==> src/rtl/tva_pkg.sv <==
// Package: shared types for the tiled view address generator.
// Assumes format codes are fixed by the address encoding seen downstream.
package tva_pkg;
    typedef enum logic [1:0] {
        FMT_B8   = 2'd0,
        FMT_B16  = 2'd1,
        FMT_B32  = 2'd2,
        FMT_PAGE = 2'd3
    } tva_fmt_e;
endpackage

==> src/rtl/tva_geom.sv <==
// Module: tva_geom
// Derives the per-format X/Y shift amounts and coordinate masks.
// Assumes PAGE_XSH < CW_BITS and PAGE_YSH < CH_BITS.
module tva_geom
    import tva_pkg::*;
#(
    parameter int CW_BITS  = 14,
    parameter int CH_BITS  = 13,
    parameter int PAGE_XSH = 6,
    parameter int PAGE_YSH = 6,
    parameter int SHA_W    = $clog2(CW_BITS + CH_BITS + 1)
) (
    input  tva_fmt_e           fmt,
    output logic [SHA_W-1:0]   xsh,
    output logic [SHA_W-1:0]   ysh,
    output logic [CW_BITS-1:0] xmask,
    output logic [CH_BITS-1:0] ymask
);
    // Select the shift pair for the format.
    always_comb begin
        unique case (fmt)
            FMT_B8:   begin xsh = '0;              ysh = '0;              end
            FMT_B16:  begin xsh = '0;              ysh = SHA_W'(1);       end
            FMT_B32:  begin xsh = SHA_W'(1);       ysh = SHA_W'(1);       end
            default:  begin xsh = SHA_W'(PAGE_XSH); ysh = SHA_W'(PAGE_YSH); end
        endcase
    end

    // The largest legal coordinate on each axis.
    always_comb begin
        xmask = {CW_BITS{1'b1}} >> xsh;
        ymask = {CH_BITS{1'b1}} >> ysh;
    end
endmodule

==> src/rtl/tva_orient.sv <==
// Module: tva_orient
// Range-checks a coordinate against the format masks and applies mirroring.
// Assumes the masks come from tva_geom for the same format.
module tva_orient #(
    parameter int CW_BITS = 14,
    parameter int CH_BITS = 13
) (
    input  logic [CW_BITS-1:0] x_in,
    input  logic [CH_BITS-1:0] y_in,
    input  logic [CW_BITS-1:0] xmask,
    input  logic [CH_BITS-1:0] ymask,
    input  logic [1:0]         mirror,
    output logic               bad,
    output logic [CW_BITS-1:0] x_out,
    output logic [CH_BITS-1:0] y_out
);
    // Flag coordinates beyond the usable area.
    always_comb bad = (x_in > xmask) || (y_in > ymask);

    // Reflect each axis across its full mask when requested.
    always_comb begin
        x_out = mirror[0] ? (x_in ^ xmask) : x_in;
        y_out = mirror[1] ? (y_in ^ ymask) : y_in;
    end
endmodule

==> src/rtl/tva_compose.sv <==
// Module: tva_compose
// Packs the oriented coordinate into an aligned linear offset and computes the stride.
// Assumes coordinates are already within their masks, so the offset fits OFF_W bits.
module tva_compose #(
    parameter int CW_BITS = 14,
    parameter int CH_BITS = 13,
    parameter int OFF_W   = CW_BITS + CH_BITS,
    parameter int SHA_W   = $clog2(CW_BITS + CH_BITS + 1),
    parameter int ADDR_W  = CW_BITS + CH_BITS + 5
) (
    input  logic [CW_BITS-1:0] xo,
    input  logic [CH_BITS-1:0] yo,
    input  logic               swap,
    input  logic [SHA_W-1:0]   xsh,
    input  logic [SHA_W-1:0]   ysh,
    output logic [OFF_W-1:0]   offset,
    output logic [ADDR_W-1:0]  stride
);
    logic [OFF_W-1:0] xw, yw, lin;
    logic [SHA_W-1:0] xbits, ybits;

    // Widen the coordinates and derive the axis widths.
    always_comb begin
        xw    = OFF_W'(xo);
        yw    = OFF_W'(yo);
        xbits = SHA_W'(CW_BITS) - xsh;
        ybits = SHA_W'(CH_BITS) - ysh;
    end

    // Row-major packing, with the axes exchanged on swap, then alignment.
    always_comb begin
        lin    = swap ? ((xw << ybits) + yw) : ((yw << xbits) + xw);
        offset = lin << (xsh + ysh);
    end

    // Line stride follows the axis that is now the row.
    always_comb begin
        stride = swap ? (ADDR_W'(1) << (SHA_W'(CH_BITS) + xsh))
                      : (ADDR_W'(1) << (SHA_W'(CW_BITS) + ysh));
    end
endmodule

==> src/rtl/tiled_view_addr.sv <==
// Module: tiled_view_addr (top)
// Converts format, view and X/Y into a tiled view address with one cycle of latency.
// Assumes the address is exactly 5 field bits above a CW_BITS+CH_BITS offset.
module tiled_view_addr
    import tva_pkg::*;
#(
    parameter int CW_BITS  = 14,
    parameter int CH_BITS  = 13,
    parameter int PAGE_XSH = 6,
    parameter int PAGE_YSH = 6
) (
    input  logic                       clk,
    input  logic                       rst_n,
    input  logic                       in_valid,
    input  logic [1:0]                 fmt_i,
    input  logic [2:0]                 view_i,
    input  logic [CW_BITS-1:0]         x_i,
    input  logic [CH_BITS-1:0]         y_i,
    output logic                       out_valid,
    output logic [CW_BITS+CH_BITS+4:0] addr_o,
    output logic                       invalid_o,
    output logic [CW_BITS+CH_BITS+4:0] stride_o
);
    localparam int OFF_W  = CW_BITS + CH_BITS;
    localparam int ADDR_W = OFF_W + 5;
    localparam int SHA_W  = $clog2(OFF_W + 1);

    tva_fmt_e           fmt_e;
    logic [SHA_W-1:0]   xsh, ysh;
    logic [CW_BITS-1:0] xmask, xo;
    logic [CH_BITS-1:0] ymask, yo;
    logic               bad;
    logic [OFF_W-1:0]   offset;
    logic [ADDR_W-1:0]  addr_c, stride_c;

    // Interpret the raw format code.
    always_comb fmt_e = tva_fmt_e'(fmt_i);

    tva_geom #(
        .CW_BITS(CW_BITS), .CH_BITS(CH_BITS),
        .PAGE_XSH(PAGE_XSH), .PAGE_YSH(PAGE_YSH), .SHA_W(SHA_W)
    ) u_geom (
        .fmt(fmt_e), .xsh(xsh), .ysh(ysh), .xmask(xmask), .ymask(ymask)
    );

    tva_orient #(.CW_BITS(CW_BITS), .CH_BITS(CH_BITS)) u_orient (
        .x_in(x_i), .y_in(y_i), .xmask(xmask), .ymask(ymask),
        .mirror(view_i[1:0]), .bad(bad), .x_out(xo), .y_out(yo)
    );

    tva_compose #(
        .CW_BITS(CW_BITS), .CH_BITS(CH_BITS), .OFF_W(OFF_W),
        .SHA_W(SHA_W), .ADDR_W(ADDR_W)
    ) u_compose (
        .xo(xo), .yo(yo), .swap(view_i[2]), .xsh(xsh), .ysh(ysh),
        .offset(offset), .stride(stride_c)
    );

    // Insert view and format fields, or force zero for a rejected coordinate.
    always_comb addr_c = bad ? '0 : {view_i, fmt_i, offset};

    // Output register: capture a result on each request, strobe it one cycle later.
    always_ff @(posedge clk) begin
        if (!rst_n) begin
            out_valid <= 1'b0;
            addr_o    <= '0;
            invalid_o <= 1'b0;
            stride_o  <= '0;
        end else begin
            out_valid <= in_valid;
            if (in_valid) begin
                addr_o    <= addr_c;
                invalid_o <= bad;
                stride_o  <= stride_c;
            end
        end
    end

    AST_RESULT_NEXT: assert property (@(posedge clk) disable iff (!rst_n)
        in_valid |=> out_valid);
    AST_IDLE_NEXT: assert property (@(posedge clk) disable iff (!rst_n)
        !in_valid |=> !out_valid);
    AST_REJECT_ZERO: assert property (@(posedge clk) disable iff (!rst_n)
        (out_valid && invalid_o) |-> (addr_o == '0));
    AST_FIELDS_KEPT: assert property (@(posedge clk) disable iff (!rst_n)
        in_valid |=> (invalid_o ||
            (addr_o[ADDR_W-1 -: 5] == {$past(view_i), $past(fmt_i)})));
    AST_STRIDE_ONEHOT: assert property (@(posedge clk) disable iff (!rst_n)
        out_valid |-> ($countones(stride_o) == 1));
endmodule

==> config.mk <==
export PLATFORM = sky130hd
export DESIGN_NAME = tiled_view_addr
export DESIGN_NICKNAME = d
export VERILOG_FILES = /design/src/rtl/tva_pkg.sv /design/src/rtl/tva_geom.sv /design/src/rtl/tva_orient.sv /design/src/rtl/tva_compose.sv /design/src/rtl/tiled_view_addr.sv
export SDC_FILE = /design/constraint.sdc
export NUM_CORES = 1
export LEC_CHECK = 0
export CAP_MARGIN = 0
export CORE_MARGIN = 2
export CORE_UTILIZATION = 47
export CTS_BUF_LIST = sky130_fd_sc_hd__clkbuf_8
export DETAILED_ROUTE_END_ITERATION = 10
export DONT_BUFFER_PORTS = 1
export SLEW_MARGIN = 20
export SYNTH_ARGS = -nofsm -noshare
export SYNTH_HDL_FRONTEND = slang
export SYNTH_SLANG_ARGS = --single-unit
==> constraint.sdc <==
create_clock -name clk -period 4.6 [get_ports clk]
set_input_delay 0.23 -clock clk [delete_from_list [all_inputs] [get_ports clk]]
set_output_delay 0.23 -clock clk [all_outputs]
set_load 0.01 [all_outputs]
==> metrics.csv <==
stage,metric,value,unit
synth,ys_types,89,
synth,yosysTopAreaCell,dfxtp_1,
min_path,hold_path_class,in2reg,
clock_network,insertion_delay,0.34,ns
placement,portBuffers,0,
final_layout,n_fill_cell,1626,
power_and_ir_drop,p_leak,3.36,nW
worst_setup_path,start_kind,primary input,
routing,remaining_drc_errors,0,
final_layout,layout-drive-gt1-share,0.145,
synth,muxShareOfSynthArea,0.173,
timing,slew_headroom,0.500,
worst_setup_path,cp.depth,18,
clock_network,cts.hold.buffers_added,4,
timing,hold_viol,0,
synth,yosysWarnings,0,
routing,wl_per_cell,21.3,um
grt,grt_first_pass_wirelength,41000,um
timing,hold_ws,0.0136,ns
grt,grt.met1_usage,0.404,
worst_setup_path,crit_family,compound AO/OA/AOI/OAI gates,
power_and_ir_drop,irDropWorstVdd,0.000229,V
worst_setup_path,path_class,in2reg,
clock_network,tritoncts,done,
worst_setup_path,crit_chain,"inv_1, ha_2, buf_12, mux4_2, xnor2_1, nand2_1, o21ai_0, ha_1, a21o_1, o21bai_1, a31oi_1, a41o_1, xor2_1, o221ai_1, a21oi_1, mux2i_1, a22o_1, a22o_1",
clock_network,clockRootBuffer,clkbuf_8,
clock_network,clkTransAtPathRegs,0.09,ns
timing,fmax,0.228,GHz
synth,synth_xor_area_frac,0.0811,
die,dieArea,0.0178,mm^2
worst_setup_path,r2r_slack,3.66,ns
final_layout,layout_common_cells,"nand2_1 (110), nor2_1 (74), dfxtp_1 (66), o21ai_0 (59), mux2i_1 (59)",
placement,hpwl,21000,um
clock_network,postCtsSetupBuffers,0,
final_layout,syn2layout_area_growth,8.48,%
worst_setup_path,endpoint,addr_o[12],
synth,synth_cells,1005,
die,rows,47,
clock_network,cts.path.max_buffers,2,
synth,ys_ff_latch,66,
worst_setup_path,r2r-end,addr_o[23],
timing,worstMarginPinSlew,0.745,ns
routing,viasPerCell,6.21,
final_layout,diodes,0,
worst_setup_path,r2r_start,addr_o[23],
synth,synth-compound-area-share,0.236,
synth,synthTopCellsByArea,"dfxtp_1 (17%), mux2i_1 (7.5%), ha_1 (6.3%)",
grt,grt_busiest_layer,met2,
synth,synthesis.nets,1080,
worst_setup_path,max_stage_delay,0.52,ns
die,die_x,134,um
worst_setup_path,crit_required,4.84,ns
worst_setup_path,cp.arrival,4.63,ns
timing,skew,0,ns
clock_network,clkSinkCount,66,
final_layout,final_cell_area,0.00855,mm^2
routing,routed_wl,26200,um
worst_setup_path,crit_buf_inv,2,
synth,synth-main-ff-cell,dfxtp_1,
worst_setup_path,cp-end-kind,flop,
grt,overflow,0,
final_layout,final_common_cell,nand2_1,
timing,drv_slew,0,
routing,first_pass_iters,5,
timing,fin_crit_sh,0.954,
clock_network,numCtsBuffers,9,
routing,ant_nets,0,
power_and_ir_drop,fin_total_pwr,2.20,mW
grt,grt_use_met2,0.470,
worst_setup_path,worstSetupStartpoint,fmt_i[0],
timing,period_needed,4.39,ns
grt,track_usage,0.293,
timing,finalSetupViolCount,0,
synth,async_flop_share,0,
placement,place_area,0.00828,mm^2
worst_setup_path,cp_slowest_cell,mux4_2,
final_layout,final_cells,1228,
clock_network,cts_resized,0,
grt,antenna_found_initial,0,
routing,num_vias,7628,
grt,met3_usage,0.0354,
synth,synth_edf_count,0,
clock_network,h-tree-depth,3,
synth,synth_top_area_share,0.168,
die,die_y,134,um
synth,synth_top_family_by_area,compound AO/OA/AOI/OAI gates,
placement,placed_cells,1208,
grt,grt_pass1_vias,7258,
worst_setup_path,r2r_cells,2,
die,num_io_pins,101,
placement,place.gp.congestion,1.03,
outcome,status,"finished, final reports clean",
routing,drtIter0Drc,734,
synth,synthSimpleGateAreaFrac,0.221,
synth,yosys.area_share.adder,0.0635,
synth,synth_area_per_cell,7.84,um^2
die,start_util,0.479,
grt,grt_max_degree,49,
power_and_ir_drop,power_density,258,mW/mm^2
synth,syn_area,0.00788,mm^2
die,core,0.0165,mm^2
worst_setup_path,path_max_fanout,16,
timing,rsz0062_at_grt,false,
run,maxCapViolations,0,
worst_setup_path,crit_path_frequent_cell,a22o_1,
synth,yosysSeqAreaShare,0.168,
final_layout,nets,1078,
[metrics by stage]
step	setup TNS [ns]	utilization	setup WS (ns)
after global routing	0	0.519	0.000105
after global placement	-0.0215	0.503	-0.0129
after CTS	0	0.519	0.341
after detailed placement	-0.0253	0.503	-0.0253
after floorplan	0	-	0.0620
final	0	0.519	0.210
[cell families (layout without fill, tap and decap cells)]
kind of cell | count (synthesis) | after routing
and+or+nand+nor | 345 | 345
AOI/OAI and AO/OA | 273 | 273
muxes | 105 | 105
buffers and inverters | 102 | 105
xor gates and xnor gates | 73 | 73
DFF | 66 | 66
adders and majority gates | 40 | 40
other | 1 | 1
[synth_stat cells, drive strengths merged (8+ instances only)]
| library cell | n |
|---|---|
| nand2 | 110 |
| nor2 | 74 |
| dfxtp | 66 |
| mux2i | 62 |
| o21ai | 61 |
| a21oi | 59 |
| xnor2 | 53 |
| clkbuf | 42 |
| ha | 40 |
| and2 | 32 |
| inv | 30 |
| buf | 28 |
| nand3 | 24 |
| mux2 | 22 |
| mux4 | 21 |
| xor2 | 20 |
| nor3 | 19 |
| a211oi | 18 |
| a22o | 16 |
| a21o | 15 |
| nor2b | 13 |
| nand2b | 12 |
| o211ai | 12 |
| a22oi | 10 |
| nand4 | 10 |
| or3 | 8 |
[power by group]
group | switching, mW | internal (mW)
registers | 0.0264 | 0.593
clock network | 0.237 | 0.327
logic | 0.593 | 0.427
[per-layer routing]
layer	part of all wire	routed length, um
met5	0	0
met4	0.035	907
met3	0.064	1690
met2	0.45	11800
met1	0.45	11800
[worst min path at each step]
stage | from | endpoint | slack, ns | cells past startpoint
after floorplan | rst_n | stride_o[15] | 0.35 | 1
after global placement | rst_n | stride_o[15] | 0.35 | 1
after detailed placement | fmt_i[1] | addr_o[28] | 0.36 | 1
after CTS | view_i[2] | addr_o[31] | 0.0004 | 1
after global routing | view_i[2] | addr_o[31] | 0.004 | 1
final | rst_n | stride_o[23] | 0.01 | 1
[flip-flops by register name (all words and copies together), names as in the netlist]
| name | flops |
|---|---|
| addr_o | 32 |
| stride_o | 32 |
| invalid_o | 1 |
| out_valid | 1 |
[cell type report]
type | instances | area [um^2] | share of cell area
clock inverters | 6 | 95.1 | 0.0111
inverters | 32 | 120 | 0.0140
clock buffers | 10 | 138 | 0.0161
flip-flops and latches | 66 | 1320 | 0.155
repair buffers | 57 | 475 | 0.0556
well taps | 220 | 275 | 0.0322
multi-input cells | 837 | 6130 | 0.716
No activity file was read; power rests on OpenSTA's default activity.
